### src/rtl/rvdec_pkg.sv
package rvdec_pkg;

   localparam int CODE_W = 6;

   // major opcodes
   localparam logic [CODE_W-1:0] OP_REG   = 6'd0;
   localparam logic [CODE_W-1:0] OP_ADDI  = 6'd8;
   localparam logic [CODE_W-1:0] OP_ADDIU = 6'd9;
   localparam logic [CODE_W-1:0] OP_ANDI  = 6'd12;
   localparam logic [CODE_W-1:0] OP_ORI   = 6'd13;
   localparam logic [CODE_W-1:0] OP_LUI   = 6'd15;
   localparam logic [CODE_W-1:0] OP_LB    = 6'd32;
   localparam logic [CODE_W-1:0] OP_LW    = 6'd35;
   localparam logic [CODE_W-1:0] OP_LBU   = 6'd36;
   localparam logic [CODE_W-1:0] OP_SB    = 6'd40;
   localparam logic [CODE_W-1:0] OP_SW    = 6'd43;

   // function codes under OP_REG
   localparam logic [CODE_W-1:0] FN_SLL  = 6'd0;
   localparam logic [CODE_W-1:0] FN_SRL  = 6'd2;
   localparam logic [CODE_W-1:0] FN_SRA  = 6'd3;
   localparam logic [CODE_W-1:0] FN_ADD  = 6'd32;
   localparam logic [CODE_W-1:0] FN_ADDU = 6'd33;
   localparam logic [CODE_W-1:0] FN_SUB  = 6'd34;
   localparam logic [CODE_W-1:0] FN_SUBU = 6'd35;
   localparam logic [CODE_W-1:0] FN_AND  = 6'd36;
   localparam logic [CODE_W-1:0] FN_OR   = 6'd37;
   localparam logic [CODE_W-1:0] FN_XOR  = 6'd38;

   typedef enum logic [3:0] {
      ALU_ADD  = 4'd0,
      ALU_SUB  = 4'd1,
      ALU_AND  = 4'd2,
      ALU_OR   = 4'd3,
      ALU_XOR  = 4'd4,
      ALU_SLL  = 4'd5,
      ALU_SRL  = 4'd6,
      ALU_SRA  = 4'd7,
      ALU_PASS = 4'd8
   } alu_op_e;

   typedef enum logic [1:0] {
      IMM_ZERO = 2'd0,
      IMM_SIGN = 2'd1,
      IMM_HIGH = 2'd2
   } imm_mode_e;

   typedef struct packed {
      alu_op_e   alu_op;
      imm_mode_e imm_mode;
      logic      alu_src_imm;
      logic      reg_wr;
      logic      dest_rd;
      logic      mem_rd;
      logic      mem_wr;
      logic      mem_byte;
      logic      ld_unsigned;
      logic      ovf_trap;
      logic      illegal;
   } ctrl_t;

endpackage

### src/rtl/rvdec_fields.sv
module rvdec_fields #(
   parameter int INSTR_W = 32,
   parameter int OPC_W   = 6,
   parameter int REG_W   = 5,
   parameter int FN_W    = 6,
   parameter int IMM_W   = 16
) (
   input  logic [INSTR_W-1:0] instr,
   output logic [OPC_W-1:0]   opcode,
   output logic [REG_W-1:0]   rs,
   output logic [REG_W-1:0]   rt,
   output logic [REG_W-1:0]   rd,
   output logic [REG_W-1:0]   shamt,
   output logic [FN_W-1:0]    funct,
   output logic [IMM_W-1:0]   imm
);
   localparam int OPC_LSB = INSTR_W - OPC_W;
   localparam int RS_LSB  = OPC_LSB - REG_W;
   localparam int RT_LSB  = RS_LSB - REG_W;
   localparam int RD_LSB  = RT_LSB - REG_W;
   localparam int SH_LSB  = RD_LSB - REG_W;

   generate
      if (INSTR_W != OPC_W + 2*REG_W + IMM_W) begin : g_bad_split
         $error("instruction width does not match opcode, two specifiers and immediate");
      end
      if (IMM_W != 2*REG_W + FN_W) begin : g_bad_low
         $error("immediate width does not match rd, shamt and function fields");
      end
   endgenerate

   always_comb begin
      opcode = instr[INSTR_W-1 -: OPC_W];
      rs     = instr[RS_LSB +: REG_W];
      rt     = instr[RT_LSB +: REG_W];
      rd     = instr[RD_LSB +: REG_W];
      shamt  = instr[SH_LSB +: REG_W];
      funct  = instr[FN_W-1:0];
      imm    = instr[IMM_W-1:0];
   end
endmodule

### src/rtl/rvdec_ctrl.sv
module rvdec_ctrl
   import rvdec_pkg::*;
#(
   parameter int OPC_W = 6,
   parameter int FN_W  = 6
) (
   input  logic [OPC_W-1:0] opcode,
   input  logic [FN_W-1:0]  funct,
   output ctrl_t            ctrl
);
   generate
      if (OPC_W != CODE_W || FN_W != CODE_W) begin : g_bad_code
         $error("opcode and function widths must match the code table");
      end
   endgenerate

   ctrl_t reg_c;
   ctrl_t imm_c;

   // register format: selected by function field
   always_comb begin
      reg_c         = '0;
      reg_c.alu_op  = ALU_ADD;
      reg_c.imm_mode = IMM_ZERO;
      reg_c.reg_wr  = 1'b1;
      reg_c.dest_rd = 1'b1;
      unique case (funct)
         FN_SLL:  reg_c.alu_op = ALU_SLL;
         FN_SRL:  reg_c.alu_op = ALU_SRL;
         FN_SRA:  reg_c.alu_op = ALU_SRA;
         FN_ADD:  begin reg_c.alu_op = ALU_ADD; reg_c.ovf_trap = 1'b1; end
         FN_ADDU: reg_c.alu_op = ALU_ADD;
         FN_SUB:  begin reg_c.alu_op = ALU_SUB; reg_c.ovf_trap = 1'b1; end
         FN_SUBU: reg_c.alu_op = ALU_SUB;
         FN_AND:  reg_c.alu_op = ALU_AND;
         FN_OR:   reg_c.alu_op = ALU_OR;
         FN_XOR:  reg_c.alu_op = ALU_XOR;
         default: begin
            reg_c         = '0;
            reg_c.alu_op  = ALU_ADD;
            reg_c.imm_mode = IMM_ZERO;
            reg_c.illegal = 1'b1;
         end
      endcase
   end

   // immediate formats: selected by opcode
   always_comb begin
      imm_c             = '0;
      imm_c.alu_op      = ALU_ADD;
      imm_c.imm_mode    = IMM_ZERO;
      imm_c.alu_src_imm = 1'b1;
      unique case (opcode)
         OP_ADDI: begin
            imm_c.reg_wr   = 1'b1;
            imm_c.imm_mode = IMM_SIGN;
            imm_c.ovf_trap = 1'b1;
         end
         OP_ADDIU: imm_c.reg_wr = 1'b1;
         OP_ANDI: begin
            imm_c.reg_wr = 1'b1;
            imm_c.alu_op = ALU_AND;
         end
         OP_ORI: begin
            imm_c.reg_wr = 1'b1;
            imm_c.alu_op = ALU_OR;
         end
         OP_LUI: begin
            imm_c.reg_wr   = 1'b1;
            imm_c.alu_op   = ALU_PASS;
            imm_c.imm_mode = IMM_HIGH;
         end
         OP_LW: begin
            imm_c.reg_wr   = 1'b1;
            imm_c.mem_rd   = 1'b1;
            imm_c.imm_mode = IMM_SIGN;
         end
         OP_LB: begin
            imm_c.reg_wr   = 1'b1;
            imm_c.mem_rd   = 1'b1;
            imm_c.mem_byte = 1'b1;
            imm_c.imm_mode = IMM_SIGN;
         end
         OP_LBU: begin
            imm_c.reg_wr      = 1'b1;
            imm_c.mem_rd      = 1'b1;
            imm_c.mem_byte    = 1'b1;
            imm_c.ld_unsigned = 1'b1;
            imm_c.imm_mode    = IMM_SIGN;
         end
         OP_SW: begin
            imm_c.mem_wr   = 1'b1;
            imm_c.imm_mode = IMM_SIGN;
         end
         OP_SB: begin
            imm_c.mem_wr   = 1'b1;
            imm_c.mem_byte = 1'b1;
            imm_c.imm_mode = IMM_SIGN;
         end
         default: begin
            imm_c.alu_src_imm = 1'b0;
            imm_c.illegal     = 1'b1;
         end
      endcase
   end

   // format select, then side effects squashed for illegal words
   always_comb begin
      ctrl = (opcode == OP_REG) ? reg_c : imm_c;
      if (ctrl.illegal) begin
         ctrl             = '0;
         ctrl.alu_op      = ALU_ADD;
         ctrl.imm_mode    = IMM_ZERO;
         ctrl.illegal     = 1'b1;
      end
   end
endmodule

### src/rtl/rvdec_immext.sv
module rvdec_immext
   import rvdec_pkg::*;
#(
   parameter int IMM_W  = 16,
   parameter int DATA_W = 32
) (
   input  logic [IMM_W-1:0]  imm,
   input  imm_mode_e         mode,
   output logic [DATA_W-1:0] value
);
   localparam int FILL_W = DATA_W - IMM_W;

   logic [FILL_W-1:0] fill;
   logic [DATA_W-1:0] high_val;

   generate
      if (DATA_W <= IMM_W) begin : g_bad_width
         $error("data width must exceed immediate width");
      end

      // upper fill bits: copy of the constant sign bit when signed
      for (genvar i = 0; i < FILL_W; i++) begin : g_fill
         assign fill[i] = (mode == IMM_SIGN) & imm[IMM_W-1];
      end

      // upper placement variant depends on room above the constant
      if (FILL_W >= IMM_W) begin : g_high_wide
         assign high_val = {imm, {(DATA_W-IMM_W){1'b0}}};
      end else begin : g_high_narrow
         assign high_val = {imm[FILL_W-1:0], {IMM_W{1'b0}}};
      end
   endgenerate

   always_comb begin
      if (mode == IMM_HIGH) value = high_val;
      else                  value = {fill, imm};
   end
endmodule

### src/rtl/rvdec_top.sv
module rvdec_top
   import rvdec_pkg::*;
#(
   parameter int INSTR_W = 32,
   parameter int OPC_W   = 6,
   parameter int REG_W   = 5,
   parameter int FN_W    = 6,
   parameter int IMM_W   = 16,
   parameter int DATA_W  = 32
) (
   input  logic [INSTR_W-1:0] instr_i,
   output logic [REG_W-1:0]   rs_o,
   output logic [REG_W-1:0]   rt_o,
   output logic [REG_W-1:0]   rd_o,
   output logic [REG_W-1:0]   shamt_o,
   output logic [REG_W-1:0]   wr_reg_o,
   output logic               dest_rd_o,
   output logic [DATA_W-1:0]  imm_o,
   output logic [3:0]         alu_op_o,
   output logic               alu_src_imm_o,
   output logic               reg_wr_o,
   output logic               mem_rd_o,
   output logic               mem_wr_o,
   output logic               mem_byte_o,
   output logic               ld_unsigned_o,
   output logic               ovf_trap_o,
   output logic               illegal_o
);
   logic [OPC_W-1:0] opcode;
   logic [FN_W-1:0]  funct;
   logic [IMM_W-1:0] imm_raw;
   ctrl_t            ctrl;

   rvdec_fields #(
      .INSTR_W(INSTR_W), .OPC_W(OPC_W), .REG_W(REG_W), .FN_W(FN_W), .IMM_W(IMM_W)
   ) fields_i (
      .instr  (instr_i),
      .opcode (opcode),
      .rs     (rs_o),
      .rt     (rt_o),
      .rd     (rd_o),
      .shamt  (shamt_o),
      .funct  (funct),
      .imm    (imm_raw)
   );

   rvdec_ctrl #(.OPC_W(OPC_W), .FN_W(FN_W)) ctrl_i (
      .opcode (opcode),
      .funct  (funct),
      .ctrl   (ctrl)
   );

   rvdec_immext #(.IMM_W(IMM_W), .DATA_W(DATA_W)) immext_i (
      .imm   (imm_raw),
      .mode  (ctrl.imm_mode),
      .value (imm_o)
   );

   always_comb begin
      wr_reg_o      = ctrl.dest_rd ? rd_o : rt_o;
      dest_rd_o     = ctrl.dest_rd;
      alu_op_o      = ctrl.alu_op;
      alu_src_imm_o = ctrl.alu_src_imm;
      reg_wr_o      = ctrl.reg_wr;
      mem_rd_o      = ctrl.mem_rd;
      mem_wr_o      = ctrl.mem_wr;
      mem_byte_o    = ctrl.mem_byte;
      ld_unsigned_o = ctrl.ld_unsigned;
      ovf_trap_o    = ctrl.ovf_trap;
      illegal_o     = ctrl.illegal;
   end
endmodule

### config.mk
export PLATFORM = sky130hd
export DESIGN_NAME = rvdec_top
export DESIGN_NICKNAME = d
export VERILOG_FILES = /design/src/rtl/rvdec_pkg.sv /design/src/rtl/rvdec_fields.sv /design/src/rtl/rvdec_ctrl.sv /design/src/rtl/rvdec_immext.sv /design/src/rtl/rvdec_top.sv
export SDC_FILE = /design/constraint.sdc
export NUM_CORES = 1
export LEC_CHECK = 0
export BUFFER_PORTS_ARGS = -buffer_cell sky130_fd_sc_hd__buf_4
export CAP_MARGIN = 15
export CORE_AREA = 4 4 53 55
export DETAILED_ROUTE_END_ITERATION = 7
export DIE_AREA = 0 0 57 59
export PLACE_DENSITY = 0.88
export SKIP_LAST_GASP = 1
export SLEW_MARGIN = 40
export SYNTH_ARGS = -nofsm -noshare
export SYNTH_HDL_FRONTEND = slang
export SYNTH_SLANG_ARGS = --single-unit
### constraint.sdc
create_clock -name vclk -period 4.2
set_input_delay 0.63 -clock vclk [all_inputs]
set_output_delay 0.63 -clock vclk [all_outputs]
set_load 0.02 [all_outputs]
==> flow_summary.json <==
{
  "netlist.top_cell.by_area": "buf_4",
  "synthTopCellsByArea": "buf_4 (17%), a21o_1 (14%), nor2b_1 (10%)",
  "boundaryPins": 102,
  "slowest_stage": "a311o_1",
  "worstSetupPathType": "input pin to output port",
  "post-cts-setup-buffers": 0,
  "hold_viol": 0,
  "use_met2_pct": 29.0,
  "grt_max_degree": 33,
  "dp_hpwl_um": 2470,
  "syn_avg_cell_area_um2": 6.94,
  "grt_pass1_vias": 924,
  "slowest_delay_ps": 520,
  "post-route-period-util_pct": 68.1,
  "endpoint_kind": "output port",
  "cts_resized": 0,
  "rsz0062_at_grt": "false",
  "p_leak_nw": 0.840,
  "grt_pass1_wl_um": 4350,
  "fin_tns_setup_ps": 0,
  "grt_overflow_total": 0,
  "setup_viol": 0,
  "drt_pre_antenna_iters": 4,
  "synth.distinct_cells": 35,
  "multiInputGateArea_um2": 646,
  "fmax_ghz": 0.350,
  "postSynthCellCount": 124,
  "drive_gt1_share_pct": 55.6,
  "antenna_found_initial": 0,
  "netlist_top_cells_count": "buf_4 (20), a21o_1 (16), nor2b_1 (14), nor2_1 (8), a21oi_1 (7)",
  "crit_fanout": 8,
  "num_rows": 18,
  "nFillCells": 227,
  "die_x_um": 57,
  "start_kind": "input pin",
  "finalPower_uw": 146,
  "viasPerCell": 4.98,
  "diodes": 0,
  "synth_fp_nets": 156,
  "worst_pin_slew_ps": 666,
  "area_delta_synth_final_pct": 62.6,
  "irDropWorstVdd_v": 0.0000757,
  "yosys_warnings": 0,
  "vias": 1091,
  "hold_path.class": "input pin to output port",
  "min_path_cells": 0,
  "worst_path_most_repeated_cell": "buf_4",
  "met3_usage_pct": 3.05,
  "drtIter0Drc": 25,
  "ant_nets": 0,
  "postLayoutCoreUtil_pct": 58.6,
  "gr-usage-met1_pct": 18.5,
  "path_cells": "buf_4, nor4_4, nand3_2, a311o_1, mux2_4, buf_4",
  "ys_seq_area_share_pct": 0,
  "die_area_um2": 3360,
  "nFlopsAndLatches": 0,
  "globalplace.congestion": 0.824,
  "io_buffer_count": 92,
  "netlist.area_leader.share_pct": 17.4,
  "relSlewSlack_pct": 55.6,
  "slew_violations": 0,
  "synth.most_common_cell": "buf_4",
  "busiest_layer": "met2",
  "final-seq-area_um2": 0,
  "drv_cap": 0,
  "nNetsFinal": 223,
  "powerDensity_nw_per_um2": 104,
  "drcViolationCount": 0,
  "gr-usage-all-layers_pct": 15.4,
  "postCtsHoldBufs": 0,
  "start_util_pct": 36.1,
  "core-area_um2": 2390,
  "syn-cell-area_um2": 861,
  "cp.required_ps": 3570,
  "drt_wl_total_um": 2970,
  "critPathArrivalTime_ps": 2230,
  "min_period_ps": 2860,
  "chipHeight_um": 59,
  "nClkBuffers": 0,
  "wl_per_cell_um": 13.6,
  "status": "finished, final reports clean"
}
-- through the flow --
| step | cell area [µm²] | hold slack [ps] | cells | setup slack (ps) |
|---|---|---|---|---|
| finish | 1400 | 1260 | 219 | 1340 |
| CTS | 1400 | 1260 | 219 | 1320 |
| global placement | 1400 | 1260 | 219 | 1350 |
| detailed placement | 1400 | 1260 | 219 | 1330 |
| floorplan | 861 | 1340 | 124 | 1570 |
| global route | 1400 | 1260 | 219 | 1270 |
-- cell usage in the layout (no fill, tap or decap) --
cell       instances
a2bb2oi_1          1
nor2b_1           14
nor3b_1            2
nor4_4             2
a211oi_1           1
nand2_1            6
a21o_1            16
a211o_1            1
nand2b_1           4
mux2_4             5
or4_1              1
nor2_2             1
or2_4              1
o21ai_0            5
and3b_2            1
a311o_1            1
nor3_1             3
nor2_1             8
nand3_2            1
o22ai_1            1
a21oi_1            7
buf_4             93
nand3b_1           2
o21a_1             1
or3_1              2
inv_1              5
a21oi_2            1
a2111oi_0          1
o211ai_1           1
nor4b_1            1
-- cell families after synthesis --
group                  synth area share (%)
and+or+nand+nor                        35.8
muxes                                  8.72
AOI/OAI and AO/OA                      29.5
buffers and inverters                  26.0
-- layout make-up --
class	instances	area share [%]
multi-input cells	91	46.1
inverters	5	1.34
well taps	30	2.68
repair buffers	93	49.9
-- worst max-delay path, delay by kind of cell --
| kind | cells | cell delay, ps |
|---|---|---|
| buf+inv | 2 | 290 |
| mux | 1 | 370 |
| simple gates | 2 | 410 |
| compound gates | 1 | 520 |
-- layer usage --
layer / vias to the layer above / wire [µm]
met1: 493 / 1090
met2: 50 / 1600
met4: 0 / 29
li1: 544 / -
met5: - / 0
met3: 4 / 260
-- path summary, 6_finish.rpt --
kind        start           to  slack, ps
max    instr_i[4]  wr_reg_o[1]       1340
min   instr_i[24]      rs_o[3]       1260
-- power by group --
| group | internal (mW) | switching [mW] | total, mW |
|---|---|---|---|
| combinational | 0.0674 | 0.0788 | 0.146 |
| clock | 0 | 0 | 0 |
| sequential | 0 | 0 | 0 |
| total | 0.0674 | 0.0788 | 0.146 |
Note: power is estimated with default switching activity, not from simulation.
